`src/rtl/desc_csum_pkg.sv`:
```
package desc_csum_pkg;

  // Operating mode, captured on the first byte of each descriptor.
  typedef enum logic {
    CSUM_GEN = 1'b0,
    CSUM_CHK = 1'b1
  } csum_mode_e;

endpackage

```
`src/rtl/desc_beat_counter.sv`:
```
// Tracks the byte position inside the current descriptor and detects framing.
module desc_beat_counter #(
  parameter int NUM_BYTES = 16,
  parameter int CW        = $clog2(NUM_BYTES)
) (
  input  logic          clk,
  input  logic          rst_n,
  input  logic          beat_valid,
  input  logic          beat_last,
  output logic [CW-1:0] beat_idx,
  output logic          beat_first,
  output logic          beat_in_frame,
  output logic          frame_good,
  output logic          frame_bad
);

  localparam logic [CW-1:0] LAST_IDX = CW'(NUM_BYTES - 1);

  logic [CW-1:0] cnt_q, cnt_d;
  logic          ovr_q, ovr_d;
  logic          cnt_en;

  assign beat_idx      = cnt_q;
  assign beat_in_frame = !ovr_q;
  assign beat_first    = (cnt_q == '0) && !ovr_q;
  assign frame_good    = beat_valid && beat_last && (cnt_q == LAST_IDX) && !ovr_q;
  assign frame_bad     = beat_valid && beat_last && !((cnt_q == LAST_IDX) && !ovr_q);

  assign cnt_en = beat_valid;

  always_comb begin
    cnt_d = cnt_q;
    ovr_d = ovr_q;
    if (beat_last) begin
      cnt_d = '0;
      ovr_d = 1'b0;
    end else if (ovr_q || (cnt_q == LAST_IDX)) begin
      ovr_d = 1'b1;
    end else begin
      cnt_d = cnt_q + CW'(1);
    end
  end

  always_ff @(posedge clk or negedge rst_n) begin
    if (!rst_n) begin
      cnt_q <= '0;
      ovr_q <= 1'b0;
    end else if (cnt_en) begin
      cnt_q <= cnt_d;
      ovr_q <= ovr_d;
    end
  end

  // every terminating beat returns the counter to the first position
  p_restart_after_last_r10 : assert property (@(posedge clk) disable iff (!rst_n)
    (beat_valid && beat_last) |=> beat_first);

  // once overrun is entered the counter stays parked on the final index
  p_overrun_parked_r9 : assert property (@(posedge clk) disable iff (!rst_n)
    !beat_in_frame |-> (beat_idx == LAST_IDX));

endmodule

```
`src/rtl/desc_sum_accum.sv`:
```
// Masked modulo accumulator plus capture of the slot byte and the mode.
module desc_sum_accum
  import desc_csum_pkg::*;
#(
  parameter int DW          = 8,
  parameter int CW          = 4,
  parameter int CSUM_OFFSET = 1
) (
  input  logic          clk,
  input  logic          rst_n,
  input  logic          beat_valid,
  input  logic          beat_first,
  input  logic          beat_in_frame,
  input  logic [CW-1:0] beat_idx,
  input  logic [DW-1:0] beat_data,
  input  csum_mode_e    beat_mode,
  output logic [DW-1:0] sum_total,
  output logic [DW-1:0] slot_byte,
  output csum_mode_e    mode_eff
);

  localparam logic [CW-1:0] SLOT_IDX = CW'(CSUM_OFFSET);

  logic [DW-1:0] sum_q, sum_d;
  logic [DW-1:0] slot_q, slot_d;
  csum_mode_e    mode_q, mode_d;
  logic [DW-1:0] contrib;
  logic          is_slot;
  logic          acc_en;

  assign acc_en  = beat_valid;
  assign is_slot = beat_in_frame && (beat_idx == SLOT_IDX);

  // Slot byte and discarded overrun bytes add nothing.
  always_comb begin
    if (!beat_in_frame || is_slot) contrib = '0;
    else                           contrib = beat_data;
  end

  always_comb begin
    sum_d  = (beat_first ? '0 : sum_q) + contrib;
    slot_d = is_slot ? beat_data : slot_q;
    mode_d = beat_first ? beat_mode : mode_q;
  end

  assign sum_total = sum_d;
  assign slot_byte = slot_d;
  assign mode_eff  = mode_d;

  always_ff @(posedge clk or negedge rst_n) begin
    if (!rst_n) begin
      sum_q  <= '0;
      slot_q <= '0;
      mode_q <= CSUM_GEN;
    end else if (acc_en) begin
      sum_q  <= sum_d;
      slot_q <= slot_d;
      mode_q <= mode_d;
    end
  end

  // idle cycles leave the running sum untouched
  p_idle_hold_r12 : assert property (@(posedge clk) disable iff (!rst_n)
    !beat_valid |=> $stable(sum_q));

  // the captured mode cannot change except on a first beat
  p_mode_hold_r6 : assert property (@(posedge clk) disable iff (!rst_n)
    (beat_valid && !beat_first) |=> $stable(mode_q));

endmodule

```
`src/rtl/desc_result_stage.sv`:
```
// Final complement, comparison and one-cycle result register.
module desc_result_stage
  import desc_csum_pkg::*;
#(
  parameter int DW = 8
) (
  input  logic          clk,
  input  logic          rst_n,
  input  logic          fin_valid,
  input  logic          frame_good,
  input  logic          frame_bad,
  input  logic [DW-1:0] sum_total,
  input  logic [DW-1:0] slot_byte,
  input  csum_mode_e    mode_eff,
  output logic          res_valid,
  output logic [DW-1:0] res_csum,
  output logic          res_pass,
  output logic          res_err
);

  localparam logic [DW-1:0] ALL_ONES = {DW{1'b1}};
  localparam logic [DW-1:0] OWN_BIT  = DW'(1);

  logic [DW-1:0] csum_calc;
  logic          v_d, v_q, e_d, e_q, p_d, p_q;
  logic [DW-1:0] c_d, c_q;

  assign csum_calc = ALL_ONES - (sum_total + OWN_BIT);

  always_comb begin
    v_d = 1'b0;
    e_d = 1'b0;
    p_d = 1'b0;
    c_d = '0;
    if (fin_valid && frame_good) begin
      v_d = 1'b1;
      c_d = csum_calc;
      p_d = (mode_eff == CSUM_CHK) && (slot_byte == csum_calc);
    end else if (fin_valid && frame_bad) begin
      e_d = 1'b1;
    end
  end

  always_ff @(posedge clk or negedge rst_n) begin
    if (!rst_n) begin
      v_q <= 1'b0;
      e_q <= 1'b0;
      p_q <= 1'b0;
      c_q <= '0;
    end else begin
      v_q <= v_d;
      e_q <= e_d;
      p_q <= p_d;
      c_q <= c_d;
    end
  end

  assign res_valid = v_q;
  assign res_err   = e_q;
  assign res_pass  = p_q;
  assign res_csum  = c_q;

  // a result and a framing error never appear together
  p_result_excl_r8 : assert property (@(posedge clk) disable iff (!rst_n)
    !(res_valid && res_err));

  // pass only accompanies a valid result
  p_pass_needs_valid_r7 : assert property (@(posedge clk) disable iff (!rst_n)
    res_pass |-> res_valid);

  // generate mode never reports pass
  p_gen_no_pass_r6 : assert property (@(posedge clk) disable iff (!rst_n)
    (fin_valid && (mode_eff == CSUM_GEN)) |=> !res_pass);

endmodule

```
`src/rtl/desc_csum_unit.sv`:
```
module desc_csum_unit
  import desc_csum_pkg::*;
#(
  parameter int NUM_BYTES   = 16,
  parameter int DW          = 8,
  parameter int CSUM_OFFSET = 1
) (
  input  logic          clk,
  input  logic          rst_n,
  input  logic          in_valid,
  input  logic          in_last,
  input  logic [DW-1:0] in_data,
  input  logic          in_mode,
  output logic          out_valid,
  output logic [DW-1:0] out_csum,
  output logic          out_pass,
  output logic          out_frame_err
);

  localparam int CW = $clog2(NUM_BYTES);

  logic [CW-1:0] beat_idx;
  logic          beat_first, beat_in_frame, frame_good, frame_bad;
  logic [DW-1:0] sum_total, slot_byte;
  csum_mode_e    mode_eff;

  desc_beat_counter #(.NUM_BYTES(NUM_BYTES), .CW(CW)) u_cnt (
    .clk           (clk),
    .rst_n         (rst_n),
    .beat_valid    (in_valid),
    .beat_last     (in_last),
    .beat_idx      (beat_idx),
    .beat_first    (beat_first),
    .beat_in_frame (beat_in_frame),
    .frame_good    (frame_good),
    .frame_bad     (frame_bad)
  );

  desc_sum_accum #(.DW(DW), .CW(CW), .CSUM_OFFSET(CSUM_OFFSET)) u_acc (
    .clk           (clk),
    .rst_n         (rst_n),
    .beat_valid    (in_valid),
    .beat_first    (beat_first),
    .beat_in_frame (beat_in_frame),
    .beat_idx      (beat_idx),
    .beat_data     (in_data),
    .beat_mode     (csum_mode_e'(in_mode)),
    .sum_total     (sum_total),
    .slot_byte     (slot_byte),
    .mode_eff      (mode_eff)
  );

  desc_result_stage #(.DW(DW)) u_res (
    .clk        (clk),
    .rst_n      (rst_n),
    .fin_valid  (in_valid && in_last),
    .frame_good (frame_good),
    .frame_bad  (frame_bad),
    .sum_total  (sum_total),
    .slot_byte  (slot_byte),
    .mode_eff   (mode_eff),
    .res_valid  (out_valid),
    .res_csum   (out_csum),
    .res_pass   (out_pass),
    .res_err    (out_frame_err)
  );

  // a terminating beat always yields a result or error next cycle
  p_result_follows_last_r1 : assert property (@(posedge clk) disable iff (!rst_n)
    (in_valid && in_last) |=> (out_valid || out_frame_err));

  // no result without a terminating beat in the previous cycle
  p_no_spurious_result_r1 : assert property (@(posedge clk) disable iff (!rst_n)
    !(in_valid && in_last) |=> !(out_valid || out_frame_err));

  // csum bus is quiet while no result is presented
  p_quiet_csum_r12 : assert property (@(posedge clk) disable iff (!rst_n)
    !out_valid |-> (out_csum == '0));

endmodule

```
`config.mk`:
```
export PLATFORM = sky130hd
export DESIGN_NAME = desc_csum_unit
export DESIGN_NICKNAME = d
export VERILOG_FILES = /design/src/rtl/desc_csum_pkg.sv /design/src/rtl/desc_beat_counter.sv /design/src/rtl/desc_sum_accum.sv /design/src/rtl/desc_result_stage.sv /design/src/rtl/desc_csum_unit.sv
export SDC_FILE = /design/constraint.sdc
export NUM_CORES = 1
export LEC_CHECK = 0
export ABC_AREA = 1
export BUFFER_PORTS_ARGS = -buffer_cell sky130_fd_sc_hd__buf_2
export CAP_MARGIN = 10
export CORE_MARGIN = 2
export CORE_UTILIZATION = 41
export DETAILED_ROUTE_END_ITERATION = 10
export HOLD_SLACK_MARGIN = 0.05
export PLACE_DENSITY = 0.71
export REMOVE_ABC_BUFFERS = 1
export SLEW_MARGIN = 5
export SYNTH_ARGS = -nofsm -noshare
export SYNTH_HDL_FRONTEND = slang
export SYNTH_SLANG_ARGS = --single-unit
export TNS_END_PERCENT = 50
```
`constraint.sdc`:
```
create_clock -name clk -period 3.25 [get_ports clk]
set_clock_uncertainty 0.05 [all_clocks]
set_input_delay 0.1625 -clock clk [delete_from_list [all_inputs] [get_ports clk]]
set_output_delay 0.1625 -clock clk [all_outputs]
set_load 0.005 [all_outputs]
```
==> results by group, run 1 <==
Status
  • Run status: finished, final reports clean

STA
  • Rel. slew slack: 0.485
  • Setup repair after global routing missed its margin: false
  • Final hold vios: 0
  • Final setup fails: 0
  • Slew Viols, Final: 0
  • Minimum clock period: 2.99 ns
  • Fmax: 0.335 GHz
  • Crit share post-route: 0.919
  • Worst Tran Pin Value: 0.772 ns
  • Final setup TNS: 0 ns

Pwr
  • Leakage: 1.52 nW
  • P_int: 0.00103 W
  • Maximum vdd ir drop: 0.000322 V
  • Clock group share of total power: 0.162
  • Combinational power share: 0.547
  • Sequential Power Share: 0.291
  • Switching share of power: 0.461
  • PwrDens: 704 mW/mm²
  • Switch Pwr: 0.000878 W

Setup path
  • CP max FO: 4
  • WS Path Type: flip-flop to flip-flop
  • Critical path arrival: 3.15 ns
  • Worst Setup End Kind: flip-flop
  • Worst path required time: 3.42 ns
  • Startpoint Class: flip-flop

Die
  • Core area: 0.00557 mm²
  • Die Span X: 80.5 µm
  • Starting Density: 0.431
  • Die height: 80.5 µm
  • Row cnt: 27
  • Die ar.: 0.00648 mm²
  • Top-level I/O count: 24

Global routing
  • First-pass GRT wire length: 9.59 mm
  • Gr usage total: 0.190
  • Pin count of the biggest net entering global routing: 34
  • Total grt overflow: 0
  • Initial antenna violation count: 0
  • Vias in the first global route: 2159

Clock network
  • Longest Clk Path Bufs: 2
  • CTS clk-pin slew, worst paths: 0.06 ns
  • Num CTS Buffers: 5
  • Root buf cell: clkbuf_8
  • CTS tree: done
  • Clock latency on the worst-skew pair: 0.28 ns
  • Max H-tree Level: 2
  • Clock sinks: 33

Job
  • Max-cap violations: 0

Hold path
  • Worst min path class: input pin to flip-flop

Cells and area
  • Fill count: 576
  • Multi-input logic area: 0.00132 mm²
  • Non-filler cells, final: 445
  • Finished Cell Area: 0.00271 mm²
  • Fin nets: 398
  • Antenna Cells: 0
  • Share of layout cells above drive strength 1: 0.190
  • Sequential cell area: 826 µm²
  • Area growth syn-to-layout: 12.7%

Drt
  • DRT antenna net count: 0
  • Number of vias in the routed layout: 2197
  • Final wirelength: 5.40 mm
  • First-pass DRT Iterations: 5
  • DR WL/cell: 12.1 µm
  • Starting DRT DRC Count: 101
  • DR DRC count: 0
  • Vias per inst: 4.94

Logic synthesis
  • Simple-gate share of the synthesized area: 0.388
  • FF+latch count, synth: 33
  • Top cells by area, synth: dfrtp_1, nand2_1, inv_1
  • Syn avg cell area: 6.98 µm²
  • Yosys top cell area share: 0.344
  • Mapped Cells: 344
  • Main combinational cell family by area after synthesis: simple AND/OR/NAND/NOR gates
  • Mapped Area: 0.00240 mm²
  • Mux contribution to synthesized area: 0
  • Syn. warnings: 0
  • Synth Area in Compound Gates: 0.0902
  • Register area share after synthesis: 0.344
  • Post-synthesis xor/xnor area fraction: 0
  • Area leader, netlist: dfrtp_1
  • Netlist cell types: 27
  • Adder-Cell Fraction of Synth Area: 0.0657

Placed design
  • Placed Cells: 435
  • Final Wtd Congestion: 0.898
  • DP Wirelength: 4.19 mm
  • Cell area after placement: 0.00258 mm²
  • Port buffer count: 23
-- per-layer routing --
layer  track usage  wire length (µm)  vias up
li1              -                 -     1141
met1         0.250              2470      997
met2         0.320              2570       52
met3        0.0416               317        7
met4        0.0407                46        0
met5             0                 0        -
-- path summary, 6_finish.rpt --
check	from	endpoint	slack, ns	depth (start not counted)
max in group asynchronous	rst_n	u_res.res_valid	2.25	2
worst max-delay path	u_cnt.beat_idx[0]	u_res.res_pass	0.26	22
min in group asynchronous	rst_n	u_res.res_csum[4]	0.43	2
worst min-delay path	in_last	u_res.res_err	0.12	3
worst max register to register	u_cnt.beat_idx[0]	u_res.res_pass	0.26	22
worst min register to register	u_acc.slot_q[6]	u_acc.slot_q[6]	0.44	2
-- cell usage after synthesis (all sizes together) --
cell type and n:
nand3b 1, clkbuf 3, o21a 1, nor3 2, fa 1, clkinv 2
and2 1, buf 2, nand3 45, nor2 36, nand2 97, dfrtp 33
a21oi 15, inv 62, o21ai 26, ha 11, nand4 6
-- final cells by class --
cell class	count	area share
repair buffers	27	0.0546
multi-input cells	242	0.486
well taps	72	0.0333
flip-flops and latches	33	0.305
clock buffers	7	0.0319
inverters	64	0.0888
-- through the flow --
step	hold WS (ns)	utilization	power (W)	worst slack (ns)
6_report	0.117	0.485	0.00190	0.262
5_1_grt	0.152	0.485	0.00212	0.0202
4_1_cts	0.112	0.481	0.00190	0.155
3_5_place_dp	0.223	0.464	0.00159	0.185
3_3_place_gp	0.218	0.464	0.00156	0.323
2_1_floorplan	-0.183	-	0.00137	0.423
-- power groups by stage --
stage                     Sequential [W]  Clock [W]  Combinational [W]
after floorplan                 0.000549          0           0.000820
after global placement          0.000558          0            0.00100
after detailed placement        0.000563          0            0.00102
after CTS                       0.000556   0.000318            0.00103
after global routing            0.000564   0.000341            0.00121
final                           0.000555   0.000308            0.00104
-- worst max-delay path, stage by stage, from the launching register on --
cell	delay (ns)
dfrtp_1	0.40
inv_1	0.11
ha_1	0.15
inv_1	0.04
nor2_2	0.11
nand2_2	0.09
inv_1	0.09
nor2_1	0.05
ha_1	0.22
inv_1	0.08
fa_1	0.45
inv_1	0.08
ha_1	0.17
nand3_2	0.10
inv_2	0.08
nand3_4	0.10
nor2_4	0.12
nand2_1	0.08
nand2_1	0.08
nand3_1	0.06
nand2_1	0.06
nand3_1	0.06
nor2_1	0.09
-- what timing repair did --
item | 4_1_cts | 5_1_grt
hold buffers | 1 | 0
gates resized for setup | 0 | 3
buffers inserted | 0 | 2
setup endpoints to repair | 0 | 1
endpoints found under the hold margin | 33 | 0
-- sequential cells by signal, summed over array words and instances (netlist names) --
| register | cells |
|---|---|
| u_res.res_pass | 1 |
| u_acc.sum_q | 8 |
| u_acc.slot_q | 8 |
| u_res.res_valid | 1 |
| u_cnt.ovr_q | 1 |
| u_res.res_err | 1 |
| u_cnt.beat_idx | 4 |
| u_acc.mode_q | 1 |
| u_res.res_csum | 8 |
-- logic make-up (layout without fill, tap and decap cells) --
kind of cell             after synthesis  count (layout)
AND/OR/NAND/NOR                      188             188
adder cells (fa/ha/maj)               12              12
AO/OA/AOI/OAI                         42              42
buffers and inverters                 69              98
flip-flops                            33              33
-- placed cells by master, fill, tap and decap left out, drive strengths merged --
cell / instances
and2: 1
nand4: 6
a21oi: 15
nand2: 97
fa: 1
nor2: 36
o21ai: 26
nor3: 2
clkbuf: 7
inv: 62
dlygate4sd3: 1
nand3: 45
nand3b: 1
dfrtp: 33
clkinv: 2
ha: 11
o21a: 1
buf: 26
Note: power is estimated with default switching activity, not from simulation.
==> run 2, diff against run 1 <==
--- a/config.mk
+++ b/config.mk
@@ -11,9 +11,10 @@
 export CORE_MARGIN = 2
 export CORE_UTILIZATION = 41
 export DETAILED_ROUTE_END_ITERATION = 10
-export HOLD_SLACK_MARGIN = 0.05
+export HOLD_SLACK_MARGIN = 0.12
 export PLACE_DENSITY = 0.71
 export REMOVE_ABC_BUFFERS = 1
+export SETUP_SLACK_MARGIN = 0.5
 export SLEW_MARGIN = 5
 export SYNTH_ARGS = -nofsm -noshare
 export SYNTH_HDL_FRONTEND = slang
==> run 2 against run 1 <==
Register-to-register slack improved by 0.11 ns. Sequential power about the same. Power increased by 12%. Hold slack gained 0.059 ns. Flip-flop and latch count stayed put. Cell area rose by 10%. Clock power about the same. Non-clock buffer count rose by 15. Critical path depth is 2 lower. Critical endpoint unchanged. Largest cell class unchanged. Largest power group unchanged. Highest routed layer unchanged.
==> results by group, run 2 (synthesized netlist as in run 1, its figures left out) <==
Setup path
  • Worst path cell trace: buf_6, ha_4, nand2_4, nand2_4, nor2_2, ha_2, inv_2, fa_1, buf_6, nor2_4, nand3_2, inv_2, nand2_4, nor2_4, nand3_4, inv_2, nand2_2, nand3_2, nand2_1, nor2_1
  • Reg2Reg Capture Point: u_res.res_pass
  • Critical Path End: u_res.res_pass
  • CP max stage cell: fa_1
  • WP depth: 20
  • CP max FO: 3
  • Worst reg-to-reg path cell count: 20
  • Critical path arrival: 3.04 ns
  • RR Startpoint: u_cnt.beat_idx[0]
  • Critical path startpoint: u_cnt.beat_idx[0]
  • CP bufs+invs: 5
  • Worst path required time: 3.41 ns
  • WS Path Type: flip-flop to flip-flop
  • Crit-path leading delay family: simple AND/OR/NAND/NOR gates
  • Crit path largest cell delay: 0.48 ns
  • Startpoint Class: flip-flop
  • Worst Setup End Kind: flip-flop
  • Reg2reg setup slack: 0.37 ns

Drt
  • First-pass DRT Iterations: 5
  • Number of vias in the routed layout: 2320
  • DR DRC count: 0
  • Vias per inst: 5.04
  • DRT antenna net count: 0
  • Met3 WL: 267 µm
  • Starting DRT DRC Count: 102
  • Top Metal Used: met4
  • DR WL/cell: 12.9 µm
  • Final wirelength: 5.96 mm
  • Metal-1 WL: 2.64 mm
  • Routed wl met2: 2.95 mm

STA
  • Final hold vios: 0
  • Crit share post-route: 0.886
  • Worst Tran Pin Value: 0.786 ns
  • Slew Viols, Final: 0
  • Rel. slew slack: 0.475
  • Setup repair after global routing missed its margin: true
  • Final setup fails: 0
  • Fmax: 0.347 GHz
  • Final setup TNS: 0 ns
  • Minimum clock period: 2.88 ns

Clock network
  • Clock latency on the worst-skew pair: 0.28 ns
  • Max H-tree Level: 2
  • CTS clk-pin slew, worst paths: 0.07 ns
  • Num CTS Buffers: 5
  • CTS tree: done
  • Clock sinks: 33
  • Root buf cell: clkbuf_8
  • Longest Clk Path Bufs: 2

Global routing
  • Gr usage total: 0.197
  • Initial antenna violation count: 0
  • First-pass GRT wire length: 9.93 mm
  • Pin count of the biggest net entering global routing: 34
  • Vias in the first global route: 2230
  • Total grt overflow: 0

Placed design
  • DP Wirelength: 4.19 mm
  • Port buffer count: 23
  • Final Wtd Congestion: 0.898
  • Cell area after placement: 0.00258 mm²

Cells and area
  • Antenna Cells: 0
  • Fin nets: 413
  • Most common cell after layout, fill and taps aside: nand2_1
  • Finished Cell Area: 0.00299 mm²
  • Area growth syn-to-layout: 24.3%
  • Share of layout cells above drive strength 1: 0.299
  • Commonest cells after routing, fill and taps aside: nand2_1, inv_1, dfrtp_1
  • Final core utilization: 0.536

Pwr
  • PwrDens: 717 mW/mm²
  • Leakage: 1.62 nW
  • Maximum vdd ir drop: 0.000350 V
  • Power Total: 0.00214 W
  • Clock group share of total power: 0.145
  • Combinational power share: 0.595
  • Switching share of power: 0.467
  • Switch Pwr: 0.000999 W
  • Sequential Power Share: 0.260
  • P_int: 0.00114 W

Die
  • Die Span X: 80.5 µm
  • Row cnt: 27
  • Die ar.: 0.00648 mm²
  • Starting Density: 0.431
  • Die height: 80.5 µm
  • Top-level I/O count: 24
  • Core area: 0.00557 mm²

Job
  • Max-cap violations: 0

Hold path
  • Worst min path class: input pin to flip-flop

Status
  • Run status: finished, final reports clean
run 2: cell count changes in the layout (fill, tap and decap cells not counted), sizes merged:
cell	previous run	this run
buf	26	40
inv	62	63
dlygate4sd3	1	2
clkinv	2	1
run 2: layer usage:
layer | vias to the layer above | track usage
li1 | 1177 | -
met1 | 1066 | 0.249
met2 | 63 | 0.343
met3 | 14 | 0.0416
met4 | 0 | 0.0407
met5 | - | 0
run 2: layout make-up:
class	count	area [µm²]
Inverter	64	243
Multi-Input combinational cell	242	1470
Sequential cell	33	826
Timing Repair Buffer	42	274
Clock buffer	7	86.3
Fill cell	532	2590
Tap cell	72	90.1
run 2: worst min path at each step:
stage	cells after the start	slack, ns	start	endpoint
floorplan	0	-0.18	rst_n	u_acc.mode_q
global placement	1	0.22	rst_n	u_acc.sum_q[4]
detailed placement	1	0.22	rst_n	u_acc.sum_q[4]
CTS	2	0.18	in_valid	u_acc.sum_q[5]
global route	2	0.18	in_valid	u_acc.sum_q[5]
finish	2	0.18	in_valid	u_acc.sum_q[5]
run 2: what timing repair did:
action / in CTS / in global routing
pin swaps: 6 / 20
endpoints found under the hold margin: 34 / 0
endpoints found under the setup margin: 6 / 5
buffers inserted: 11 / 5
hold buffers: 2 / 0
gates resized for setup: 16 / 34
run 2: power by group through the flow:
stage / clock network [W] / logic (W) / registers [W]
2_1_floorplan: 0 / 0.000820 / 0.000549
3_3_place_gp: 0 / 0.00100 / 0.000558
3_5_place_dp: 0 / 0.00102 / 0.000563
4_1_cts: 0.000318 / 0.00110 / 0.000555
5_1_grt: 0.000341 / 0.00144 / 0.000564
6_report: 0.000311 / 0.00127 / 0.000556
run 2: through the flow:
stage          worst slack (ns)  hold WS (ns)  cells
5_1_grt                   0.277         0.179    460
3_3_place_gp              0.323         0.218    435
6_report                  0.371         0.176    460
3_5_place_dp              0.185         0.223    435
4_1_cts                   0.428         0.181    455
2_1_floorplan             0.423        -0.183    339
==> run 3, diff against run 2 <==
--- a/config.mk
+++ b/config.mk
@@ -5,14 +5,13 @@
 export SDC_FILE = /design/constraint.sdc
 export NUM_CORES = 1
 export LEC_CHECK = 0
-export ABC_AREA = 1
 export BUFFER_PORTS_ARGS = -buffer_cell sky130_fd_sc_hd__buf_2
 export CAP_MARGIN = 10
 export CORE_MARGIN = 2
 export CORE_UTILIZATION = 41
 export DETAILED_ROUTE_END_ITERATION = 10
 export HOLD_SLACK_MARGIN = 0.12
-export PLACE_DENSITY = 0.71
+export PLACE_DENSITY = 0.72
 export REMOVE_ABC_BUFFERS = 1
 export SETUP_SLACK_MARGIN = 0.5
 export SLEW_MARGIN = 5
==> run 3 against run 2 <==
Count of clock-buffer cells in the layout unchanged. Synthesized cell count decreased by 45%. Combinational power increased by 130%. Cell area about the same. Global-route usage increased by 0.57 points. Sequential share of layout area about the same. Non-clock buffer count increased by 28. First-iteration DRC count decreased by 24%. Power increased by 82%. Flip-flop and latch count unchanged. Die area decreased by 15%. Clock power increased by 29%. Critical path type unchanged. Largest cell class unchanged.
==> results by group, run 3 <==
Die
  • Starting Density: 0.427
  • Core area: 0.00472 mm²
  • Die ar.: 0.00549 mm²
  • Die Span X: 74.1 µm
  • Top-level I/O count: 24
  • Row cnt: 25
  • Die height: 74.1 µm

Logic synthesis
  • Top FF cell, synth: dfrtp_1
  • Post-synth top cells: dfrtp_1, nor2_1, xnor2_1
  • Main combinational cell family by area after synthesis: simple AND/OR/NAND/NOR gates
  • Register area share after synthesis: 0.410
  • Adder-Cell Fraction of Synth Area: 0.0782
  • Synth Area in Compound Gates: 0.0621
  • Netlist cell types: 39
  • Simple-gate share of the synthesized area: 0.175
  • Post-synthesis xor/xnor area fraction: 0.121
  • Area leader, netlist: dfrtp_1
  • Syn. warnings: 0
  • Mapped Cells: 189
  • Post-synth EDFFs: 0
  • Yosys top cell area share: 0.410
  • Syn avg cell area: 10.7 µm²
  • Async set-reset flop share out of synthesis: 1.00
  • Most common cell in the synthesized netlist: dfrtp_1
  • FF+latch count, synth: 33
  • Mux contribution to synthesized area: 0.122
  • Mapped Area: 0.00202 mm²
  • Top cells by area, synth: dfrtp_1, ha_1, xnor2_1

Cells and area
  • Share of layout cells above drive strength 1: 0.441
  • Non-filler cells, final: 330
  • Area growth syn-to-layout: 48.2%
  • Antenna Cells: 0
  • Final core utilization: 0.632
  • Most common cell after layout, fill and taps aside: dfrtp_1
  • Commonest cells after routing, fill and taps aside: dfrtp_1, buf_4, buf_2
  • Fin nets: 287

STA
  • Final hold vios: 0
  • Minimum clock period: 3.25 ns
  • Setup repair after global routing missed its margin: true
  • Slew Viols, Final: 0
  • Rel. slew slack: 0.505
  • Worst Tran Pin Value: 0.742 ns
  • Crit share post-route: 0.999
  • Final setup fails: 0
  • Final setup TNS: 0 ns
  • Fmax: 0.308 GHz
  • Setup ws final: 0.00361 ns

Pwr
  • Leakage: 1.38 nW
  • Maximum vdd ir drop: 0.000518 V
  • PwrDens: 1300 mW/mm²

Setup path
  • Critical path arrival: 3.40 ns
  • Startpoint Class: flip-flop
  • WS Path Type: flip-flop to flip-flop
  • Worst Setup End Kind: flip-flop
  • Worst path required time: 3.40 ns
  • CP max FO: 4

Placed design
  • DP Wirelength: 3.16 mm
  • Placed Cells: 297
  • Final Wtd Congestion: 0.856
  • Place WS: -0.243 ns
  • Port buffer count: 23

Global routing
  • Initial antenna violation count: 0
  • Gr usage total: 0.202
  • First-pass GRT wire length: 8.14 mm
  • Vias in the first global route: 1632
  • Total grt overflow: 0
  • Pin count of the biggest net entering global routing: 34

Clock network
  • Clock sinks: 33
  • Longest Clk Path Bufs: 2
  • CTS clk-pin slew, worst paths: 0.07 ns
  • Max H-tree Level: 2
  • Num CTS Buffers: 5
  • CTS tree: done
  • Clock latency on the worst-skew pair: 0.29 ns
  • Root buf cell: clkbuf_8

Hold path
  • Worst min path class: input pin to flip-flop

Job
  • Max-cap violations: 0

Drt
  • First-pass DRT Iterations: 6
  • DR DRC count: 0
  • Final wirelength: 5.45 mm
  • DR WL/cell: 16.5 µm
  • Vias per inst: 5.03
  • DRT antenna net count: 0
  • Number of vias in the routed layout: 1659
  • Starting DRT DRC Count: 78

Status
  • Run status: finished, final reports clean
==> run 3: changes by cell type in the layout (fill, tap and decap cells not counted), moves of 7 or more <==
cell           change
buf_4             +18
nor2_1            -12
nand3_1           -24
nand3_2            -9
inv_2             -10
dlygate4sd3_1      +7
xnor2_1           +11
nand2_2           -15
nand2_1           -69
mux2i_1           +10
o21ai_0           -20
inv_1             -42
and2_1             +8
==> run 3: cell type report <==
cell class	count	area, µm²
Sequential cell	33	826
Inverter	10	37.5
Timing Repair Buffer	70	513
Clock inverter	1	30.0
Clock buffer	7	86.3
Fill cell	326	1740
Multi-Input combinational cell	142	1410
Tap cell	67	83.8
==> run 3: stage by stage <==
step / area (µm²) / total power, W / hold slack, ns
after floorplan: 1990 / 0.00185 / -0.183
after global placement: 2360 / 0.00243 / 0.212
after detailed placement: 2360 / 0.00248 / 0.223
after CTS: 2800 / 0.00337 / 0.206
after global routing: 2990 / 0.00407 / 0.246
final: 2990 / 0.00389 / 0.235
==> run 3: timing repair <==
| item | CTS | global route |
|---|---|---|
| endpoints found under the setup margin | 10 | 11 |
| buffers inserted | 9 | 7 |
| pin swaps | 19 | 14 |
| resized for setup | 35 | 23 |
| hold buffers | 9 | 0 |
| hold endpoints to repair | 45 | 0 |
==> run 3: cells by family after synthesis <==
group | count (synthesis)
AOI/OAI and AO/OA | 21
xor gates and xnor gates | 23
adders and majority gates | 12
buffers and inverters | 14
DFF | 33
muxes | 23
and+or+nand+nor | 63
==> run 3: critical path, stage by stage, from the launching register on <==
cell and delay [ns]:
dfrtp_1 0.37, inv_2 0.05, buf_6 0.11, ha_4 0.14
and3_4 0.20, nor2b_4 0.15, ha_4 0.16, inv_2 0.03
fa_2 0.54, inv_2 0.06, ha_4 0.18, xor2_4 0.19
xnor2_1 0.16, nand2_1 0.10, nor4_4 0.25, nand3_1 0.13
nor4_2 0.27
==> run 3: path summary, 6_finish.rpt <==
kind | start | depth (start not counted) | slack [ns] | to
max | u_cnt.beat_idx[1] | 16 | 0.004 | u_res.res_pass
min | in_data[6] | 3 | 0.24 | u_acc.slot_q[6]
max reg2reg | u_cnt.beat_idx[1] | 16 | 0.004 | u_res.res_pass
min reg2reg | u_acc.mode_q | 1 | 0.45 | u_acc.mode_q
max in group asynchronous | rst_n | 2 | 2.25 | u_acc.sum_q[5]
min in group asynchronous | rst_n | 2 | 0.42 | u_acc.slot_q[2]
==> run 3: per-layer routing <==
layer  vias up  track usage  wire length, µm
li1        798            -                -
met1       786        0.250             2330
met2        58        0.322             2690
met3        17       0.0434              225
met4         0        0.127              194
met5         -            0                0
==> run 3: power breakdown <==
group	switching (W)	internal [W]	total, W
clock network	0.000151	0.000250	0.000401
logic	0.00129	0.00158	0.00287
registers	0.0000762	0.000541	0.000617
